## config.mk

```make
export PLATFORM = sky130hd
export DESIGN_NAME = adc_trig_seq
export DESIGN_NICKNAME = d
export VERILOG_FILES = /design/src/rtl/adc_trig_pkg.sv /design/src/rtl/adc_cmd_reg.sv /design/src/rtl/adc_trig_sel.sv /design/src/rtl/adc_accum.sv /design/src/rtl/adc_seq_ctrl.sv /design/src/rtl/adc_trig_seq.sv
export SDC_FILE = /design/constraint.sdc
export NUM_CORES = 1
export LEC_CHECK = 0
export BUFFER_PORTS_ARGS = -buffer_cell sky130_fd_sc_hd__buf_2
export CORE_ASPECT_RATIO = 0.5
export CORE_MARGIN = 4
export CORE_UTILIZATION = 49
export CTS_CLUSTER_SIZE = 12
export DETAILED_ROUTE_END_ITERATION = 12
export GPL_TIMING_DRIVEN = 1
export PLACE_DENSITY = 0.81
export SYNTH_ARGS = -nofsm -noshare
export SYNTH_HDL_FRONTEND = slang
export SYNTH_SLANG_ARGS = --single-unit
```

## constraint.sdc

```tcl
create_clock -name clk -period 2.91 [get_ports clk]
set_input_delay 0.582 -clock clk [delete_from_list [all_inputs] [get_ports clk]]
set_output_delay 0.582 -clock clk [all_outputs]
set_load 0.005 [all_outputs]
```

## src/rtl/adc_trig_pkg.sv

```systemverilog
package adc_trig_pkg;
  localparam logic [2:0] MODE_NONE   = 3'd0;
  localparam logic [2:0] MODE_SINGLE = 3'd1;
  localparam logic [2:0] MODE_SERIES = 3'd2;
  localparam logic [2:0] MODE_BURST  = 3'd3;
  localparam logic [2:0] MODE_ACCTST = 3'd7;

  localparam logic [2:0] START_STOP  = 3'd0;
  localparam logic [2:0] START_IMM   = 3'd1;
  localparam logic [2:0] START_INSEL = 3'd2;
  localparam logic [2:0] START_EVT   = 3'd4;

  typedef struct packed {
    logic       diff;
    logic [2:0] mode;
    logic       rsvd;
    logic [2:0] start;
  } cmd_t;
endpackage

```

## src/rtl/adc_cmd_reg.sv

```systemverilog
module adc_cmd_reg
  import adc_trig_pkg::*;
(
  input  logic       clk,
  input  logic       rst,
  input  logic       wr_cmd,
  input  logic [7:0] wdata,
  input  logic       enable,
  input  logic       free_run,
  input  logic       seq_fin,
  output cmd_t       cmd_q,
  output logic       abort
);
  logic [2:0] start_new;

  always_comb begin
    start_new = wdata[2:0];
    if (start_new == START_IMM && !enable) start_new = START_STOP;
  end

  assign abort = wr_cmd && (start_new == START_STOP);

  always_ff @(posedge clk) begin
    if (rst) begin
      cmd_q <= '0;
    end else if (wr_cmd) begin
      cmd_q.diff  <= wdata[7];
      cmd_q.mode  <= wdata[6:4];
      cmd_q.rsvd  <= wdata[3] & 1'b0;  // no storage behind bit 3
      cmd_q.start <= start_new;
    end else if (seq_fin && cmd_q.start == START_IMM && !free_run) begin
      cmd_q.start <= START_STOP;
    end
  end

  AST_IMM_NEEDS_EN: assert property (@(posedge clk) disable iff (rst)
    wr_cmd && wdata[2:0] == START_IMM && !enable |=> cmd_q.start == START_STOP);
  AST_FREE_RUN_HOLDS: assert property (@(posedge clk) disable iff (rst)
    seq_fin && !wr_cmd && free_run |=> $stable(cmd_q.start));
endmodule

```

## src/rtl/adc_trig_sel.sv

```systemverilog
module adc_trig_sel
  import adc_trig_pkg::*;
(
  input  logic       enable,
  input  logic       evt_en,
  input  logic [2:0] start,
  input  logic [2:0] mode,
  input  logic       insel_wr,
  input  logic       evt,
  output logic       mode_ok,
  output logic       trig
);
  logic src_hit;

  always_comb begin
    mode_ok = (mode == MODE_SINGLE) || (mode == MODE_SERIES) || (mode == MODE_BURST);
    case (start)
      START_IMM:   src_hit = 1'b1;
      START_INSEL: src_hit = insel_wr;
      START_EVT:   src_hit = evt && evt_en;
      default:     src_hit = 1'b0;
    endcase
    trig = enable && mode_ok && src_hit;
  end
endmodule

```

## src/rtl/adc_accum.sv

```systemverilog
module adc_accum #(
  parameter int DW    = 12,
  parameter int CNT_W = 4,
  localparam int AW   = DW + CNT_W
) (
  input  logic          clk,
  input  logic          rst,
  input  logic          load,
  input  logic          first,
  input  logic          diff,
  input  logic [DW-1:0] sample,
  output logic [AW-1:0] sum
);
  logic [AW-1:0] acc_q;
  logic [AW-1:0] ext;

  always_comb begin
    ext = diff ? {{(AW-DW){sample[DW-1]}}, sample} : {{(AW-DW){1'b0}}, sample};
    sum = (first ? '0 : acc_q) + ext;
  end

  always_ff @(posedge clk) begin
    if (rst)       acc_q <= '0;
    else if (load) acc_q <= sum;
  end
endmodule

```

## src/rtl/adc_seq_ctrl.sv

```systemverilog
module adc_seq_ctrl
  import adc_trig_pkg::*;
#(
  parameter int DW    = 12,
  parameter int CNT_W = 4,
  localparam int AW   = DW + CNT_W
) (
  input  logic             clk,
  input  logic             rst,
  input  logic             trig,
  input  logic             abort,
  input  logic             mode_ok,
  input  logic [2:0]       mode,
  input  logic [CNT_W-1:0] samp_cnt,
  input  logic             conv_done,
  input  logic [AW-1:0]    sum,
  output logic             acc_load,
  output logic             acc_first,
  output logic             seq_fin,
  output logic             conv_req,
  output logic             res_valid,
  output logic [AW-1:0]    res_data
);
  logic             busy_q;
  logic [CNT_W-1:0] cnt_q;
  logic             accum_mode;
  logic             last;

  always_comb begin
    accum_mode = (mode == MODE_SERIES) || (mode == MODE_BURST);
    last       = !accum_mode || (cnt_q == samp_cnt);
    acc_load   = busy_q && conv_done && !abort;
    acc_first  = (cnt_q == '0);
    seq_fin    = acc_load && last;
  end

  always_ff @(posedge clk) begin
    if (rst) begin
      busy_q    <= 1'b0;
      cnt_q     <= '0;
      conv_req  <= 1'b0;
      res_valid <= 1'b0;
      res_data  <= '0;
    end else begin
      conv_req  <= 1'b0;
      res_valid <= 1'b0;
      if (abort) begin
        busy_q <= 1'b0;
        cnt_q  <= '0;
      end else if (!busy_q) begin
        if (trig) begin
          busy_q   <= 1'b1;
          conv_req <= 1'b1;
        end
      end else if (conv_done) begin
        if (last) begin
          res_valid <= 1'b1;
          res_data  <= sum;
          cnt_q     <= '0;
          busy_q    <= 1'b0;
        end else begin
          cnt_q <= cnt_q + 1'b1;
          if (mode == MODE_BURST) conv_req <= 1'b1;
          else                    busy_q   <= 1'b0;
        end
      end
    end
  end

  AST_ONE_OUTSTANDING: assert property (@(posedge clk) disable iff (rst)
    conv_req && !conv_done |=> !conv_req);
  AST_RESERVED_NO_REQ: assert property (@(posedge clk) disable iff (rst)
    conv_req |-> $past(mode_ok));
  AST_RESULT_PULSE: assert property (@(posedge clk) disable iff (rst)
    res_valid |=> !res_valid);
  AST_STOP_ABORTS: assert property (@(posedge clk) disable iff (rst)
    abort |=> !conv_req && !res_valid);
endmodule

```

## src/rtl/adc_trig_seq.sv

```systemverilog
module adc_trig_seq
  import adc_trig_pkg::*;
#(
  parameter int DW    = 12,
  parameter int CNT_W = 4
) (
  input  logic                clk,
  input  logic                rst,
  input  logic                wr_en,
  input  logic                wr_sel,
  input  logic [7:0]          wr_data,
  input  logic                enable,
  input  logic                free_run,
  input  logic                evt_en,
  input  logic [CNT_W-1:0]    samp_cnt,
  input  logic                evt_pulse,
  input  logic                conv_done,
  input  logic [DW-1:0]       conv_data,
  output logic                conv_req,
  output logic [7:0]          cmd_word,
  output logic                res_valid,
  output logic [DW+CNT_W-1:0] res_data
);
  localparam int AW = DW + CNT_W;

  cmd_t          cmd_q;
  logic          abort, seq_fin, mode_ok, trig;
  logic          acc_load, acc_first;
  logic [AW-1:0] sum;
  logic          wr_cmd, wr_insel;

  assign wr_cmd   = wr_en && !wr_sel;
  assign wr_insel = wr_en && wr_sel;
  assign cmd_word = cmd_q;

  adc_cmd_reg u_cmd (
    .clk(clk), .rst(rst), .wr_cmd(wr_cmd), .wdata(wr_data), .enable(enable),
    .free_run(free_run), .seq_fin(seq_fin), .cmd_q(cmd_q), .abort(abort)
  );

  adc_trig_sel u_sel (
    .enable(enable), .evt_en(evt_en), .start(cmd_q.start), .mode(cmd_q.mode),
    .insel_wr(wr_insel), .evt(evt_pulse), .mode_ok(mode_ok), .trig(trig)
  );

  adc_accum #(.DW(DW), .CNT_W(CNT_W)) u_acc (
    .clk(clk), .rst(rst), .load(acc_load), .first(acc_first),
    .diff(cmd_q.diff), .sample(conv_data), .sum(sum)
  );

  adc_seq_ctrl #(.DW(DW), .CNT_W(CNT_W)) u_seq (
    .clk(clk), .rst(rst), .trig(trig), .abort(abort), .mode_ok(mode_ok),
    .mode(cmd_q.mode), .samp_cnt(samp_cnt), .conv_done(conv_done), .sum(sum),
    .acc_load(acc_load), .acc_first(acc_first), .seq_fin(seq_fin),
    .conv_req(conv_req), .res_valid(res_valid), .res_data(res_data)
  );

  AST_NO_REQ_WHEN_OFF: assert property (@(posedge clk) disable iff (rst)
    !enable && !conv_req && $stable(cmd_q) && cmd_q.mode != MODE_BURST |=> !conv_req);
endmodule

```

# After elaboration in Yosys (flattened, before gate mapping)
# Index checks and enable logic that the tools add are counted.
# Widths: inputs -> output; s select.
# totals
regBits	46
input_bits	33
output_inout_bits	26
# op_classes
n_addsub	2
eq_ne	8
mux	15
bitwise_logic	3
n_reduce_logical	28
# op_table
operator	n
$mux 16	2
$add 16x16->16	1
$logic_and 1x1->1	12
$eq 3x1->1 const B	3
$eq 3x2->1 const B	3
$mux 3	3
$mux 1	8
$logic_not 1->1	5
$add 4x1->4 const B	1
$eq 4x4->1	1
$logic_not 4->1	1
$logic_or 1x1->1	4
$mux 4	1
$reduce_and 4->1	1
$reduce_or 4->1	1
$eq 3x3->1 const B	1
$logic_not 3->1	1
$not 1->1	3
$pmux 1 s3	1
$reduce_and 2->1	1
$reduce_bool 2->1	1
$reduce_or 2->1	1

# Longest topological paths before layout
# depth
word_depth	12
mapped_depth	13

# Hierarchy
# A second synthesis with hierarchy kept.
# hier_totals
cells_unflattened	367
area_unflattened_um2	3160.5
# modules_own_cells
mod	n_inst	cells_per_inst	area_each_um2	seq_area_each_um2
adc_accum	1	217	1705.4	320.3
adc_seq_ctrl	1	111	1093.5	460.4
adc_cmd_reg	1	30	297.8	140.1
adc_trig_sel	1	7	47.5	0.0
adc_trig_seq	1	2	16.3	0.0

# Least setup slack after synthesis
# OpenSTA, ideal clock, no wires.
# synth_path
path_kind	register to register
start	register u_seq.cnt_q[0]
end	register u_acc.acc_q[12]
setup_time_ns	0.074
t_arrival_ns	3.072
required_time_ns	2.836
setup_slack_ns	-0.236
stages_incl_launch_ff	13
n_path_buf	1
synth_period_minus_slack_ns	3.146
cell_sequence	dfxtp_1 -> inv_1 -> ha_1 -> nor3b_1 -> clkbuf_1 -> nor2b_1 -> fa_1 -> a211oi_1 -> nor2_1 -> a21oi_2 -> o21ai_1 -> or3_1 -> a31oi_1
# synth_between
elab_chain_cells	3
# synth_lines
item	line	text
from (decl)	adc_seq_ctrl.sv:25	logic [CNT_W-1:0] cnt_q;
from (signal assigned)	adc_seq_ctrl.sv:62	cnt_q <= cnt_q + 1'b1;
$logic_not 4->1	adc_seq_ctrl.sv:33	acc_first = (cnt_q == '0);
$mux 16	adc_accum.sv:19	sum = (first ? '0 : acc_q) + ext;
$add 16x16->16	adc_accum.sv:19	
to (signal assigned)	adc_accum.sv:24	else if (load) acc_q <= sum;
to (decl)	adc_accum.sv:14	logic [AW-1:0] acc_q;
# Every way passes these cells.
# A chain may end at the register's enable or synchronous reset.

# Worst setup path after layout
# layout_path
start	register u_seq.cnt_q[1]
end	register u_acc.acc_q[12]
# Same word-level chain as after synthesis.

==> results.toml <==
[route]
routed_wl_um = 6970
first_pass_iters = 4
ant_nets = 0
vias = 2714
vias_per_cell = 5.54
dr.first_iter.drc_count = 178
drc = 0
routedWlPerCell_um = 14.2

[cells_and_area]
final_util_pct = 61.3
syn_to_final_growth_pct = 19.3
fin_nets = 467
stdcell_area_um2 = 3390
drive_above_1_share_pct = 22.1
diodes = 0

[worst_setup_path]
crit_required_ps = 3120
cp_data_arrival_time_ps = 2970
critPathCaptureType = "flop"
r2r_end = "u_acc.acc_q[12]"
path_max_fanout = 4
critical_path_class = "flop to flop"
startpoint_type = "flop"
reg2reg_from = "u_seq.cnt_q[1]"
r2r_cells = 12
r2r_slack_ps = 150

[global_route]
antenna_found_initial = 0
grt_usage_pct = 19.9
grt_overflow = 0
grt_pass1_vias = 2432
grt_max_degree = 43
grt_pass1_wl_um = 11300

[logic_synthesis]
ys.flop_type = "dfxtp_1"
synth_adder_area_share_pct = 8.18
synth-edff-count = 0
synth-seq-area-share_pct = 32.4
synth_cells = 360
synth_area_um2 = 2850
synthArstFlopShare_pct = 0
yosys.area.top_type = "dfxtp_1"
yosys-top-cells-area = "dfxtp_1, nand2_1, ha_1"
synth_seq_cells = 46
synth-warning-count = 0
synth-simple-area-share_pct = 26.6
synth_top_area_share_pct = 32.4
synth-compound-area-share_pct = 23.3
syn_nets = 411
synth_top_family_by_area = "simple AND/OR/NAND/NOR gates"
synthMuxAreaShare_pct = 0.704
synth_xor_area_share_pct = 4.31
synth.avg_cell_area_um2 = 7.90
ys_types = 50

[sta]
hold_slack_ps = 449
maxSlewViolCount = 0
period_needed_ps = 2760
post-route-period-util_pct = 94.7
fmaxAchievable_mhz = 363
hold_viol = 0
slew_headroom_pct = 44.7
worstMarginPinSlew_ps = 828
finalSetupViolCount = 0
finalClockSkew_ps = 11.7

[die]
ios = 59
core-area_um2 = 5540
num_rows = 19
die_h_um = 61.9
die_w_um = 116
start_util_pct = 51.4
die_area_um2 = 7160

[pwr]
clkPwrFrac_pct = 43.6
p_total_w = 0.00134
power_switching_w = 0.000319
pwr-share-seq_pct = 47.8
swShare_pct = 23.8
intPower_w = 0.00102
combPwrFrac_pct = 8.6
p_leak_nw = 1.35
power.density_nw_per_um2 = 395
peakVddDrop_mv = 0.226

[clock_network]
cts.sinks = 46
htree_levels = 2
clkTransAtPathRegs_ps = 70
cts_buffer_depth = 2
postCtsHoldBufs = 0
cts_tree = "built"
cts_root_buf = "clkbuf_16"
clock_latency_ps = 290
post_cts_buffers = 0
cts_buffers = 5

[place]
gp_congestion = 0.908
dpl_cell_area_um2 = 3220
dp_hpwl_um = 5000
io_buffers = 56

[min_path]
hold_class = "flop to flop"
hold_end = "u_acc.acc_q[5]"
min_from = "u_acc.acc_q[5]"
min_delay_path_depth = 2

[status]
status = "finished clean"

[flow_run]
maxCapViolCount = 0
==> critical path, cell delays in order (launching register included) <==
cell      delay (ps)
dfxtp_1          310
inv_1             50
ha_1             140
nor3b_4          250
nor2b_1           80
ha_1             220
fa_2             380
a211oi_2         270
nor2_1           100
a21oi_2          220
o21ai_2          130
or3_1            360
a31oi_1          150
==> layer usage <==
metal  share of wire, %  vias to the layer above  track usage [%]
li1                   -                     1406                -
met1                 48                     1248             27.3
met2                 46                       51             32.3
met3                4.8                        9             4.06
met4                1.1                        0             6.12
met5                  0                        -                0
==> flip-flops by register name, summed over array words and instances, names as in the netlist <==
name,flops
u_seq.busy_q,1
u_acc.acc_q,16
u_seq.res_valid,1
u_seq.conv_req,1
u_seq.res_data,16
u_cmd.cmd_q,7
u_seq.cnt_q,4
==> layout make-up <==
type                    instances  area (um2)
fillers                       509        2140
multi-input cells             288        1820
flip-flops and latches         46         921
repair buffers                 71         393
clock buffers                   6         139
well taps                      73        91.3
inverters                       4        15.0
clock inverters                 2        12.5
==> cells in the final DEF (no fill, tap or decap), types with 5 or more instances in the layout <==
master | netlist | layout
nor2_1 | 12 | 12
xnor2_1 | 11 | 11
o211ai_1 | 10 | 10
dfxtp_1 | 46 | 46
ha_1 | 17 | 17
or3_1 | 5 | 5
o21a_1 | 7 | 7
nor2b_1 | 18 | 17
nand2b_1 | 5 | 5
buf_4 | 4 | 15
nand3_1 | 23 | 23
clkbuf_16 | 0 | 5
a21oi_1 | 39 | 39
nor3_1 | 11 | 11
nand2_1 | 62 | 62
buf_2 | 5 | 56
o21ai_0 | 8 | 7
==> power groups by stage <==
stage | registers (W) | logic (W) | clock network (W)
3_3_place_gp | 0.000655 | 0.000111 | 0
2_1_floorplan | 0.000655 | 0.0000686 | 0
3_5_place_dp | 0.000655 | 0.000112 | 0
5_1_grt | 0.000642 | 0.000129 | 0.000616
6_report | 0.000641 | 0.000115 | 0.000585
4_1_cts | 0.000641 | 0.000114 | 0.000591
==> cells in the mapped netlist, types with 5 or more instances <==
| library cell | number |
|---|---|
| nand2_1 | 62 |
| dfxtp_1 | 46 |
| a21oi_1 | 39 |
| nand3_1 | 23 |
| nor2b_1 | 18 |
| ha_1 | 17 |
| clkbuf_1 | 12 |
| nor2_1 | 12 |
| nor3_1 | 11 |
| xnor2_1 | 11 |
| o211ai_1 | 10 |
| o21ai_0 | 8 |
| o21a_1 | 7 |
| buf_2 | 5 |
| nand2b_1 | 5 |
| or3_1 | 5 |
==> cells by family after synthesis <==
family | after synthesis
adders and majority gates | 18
AOI/OAI and AO/OA | 99
DFF | 46
buffers and inverters | 26
other | 1
muxes | 2
and+or+nand+nor | 154
xor gates and xnor gates | 14
==> how the worst max path moves through the flow <==
stage	from	endpoint	slack [ps]	cells after the start
3_3_place_gp	u_seq.cnt_q[0]	u_acc.acc_q[12]	60	12
3_5_place_dp	u_seq.cnt_q[0]	u_acc.acc_q[12]	5	12
4_1_cts	u_seq.cnt_q[1]	u_acc.acc_q[12]	4	12
6_report	u_seq.cnt_q[1]	u_acc.acc_q[12]	150	12
2_1_floorplan	u_seq.cnt_q[0]	u_acc.acc_q[12]	50	12
5_1_grt	u_seq.cnt_q[1]	u_acc.acc_q[12]	-6	12
==> stage by stage <==
stage	setup TNS, ps	instances	setup slack (ps)
floorplan	0	360	46.3
global placement	0	482	58.2
detailed placement	0	482	4.57
CTS	0	490	3.76
global route	-5.67	490	-5.67
finish	0	490	153
==> timing repair <==
action,CTS,global route
gates cloned,0,0
endpoints found under the setup margin,1,13
gates resized for setup,1,5
Note: power is estimated with default switching activity, not from simulation.
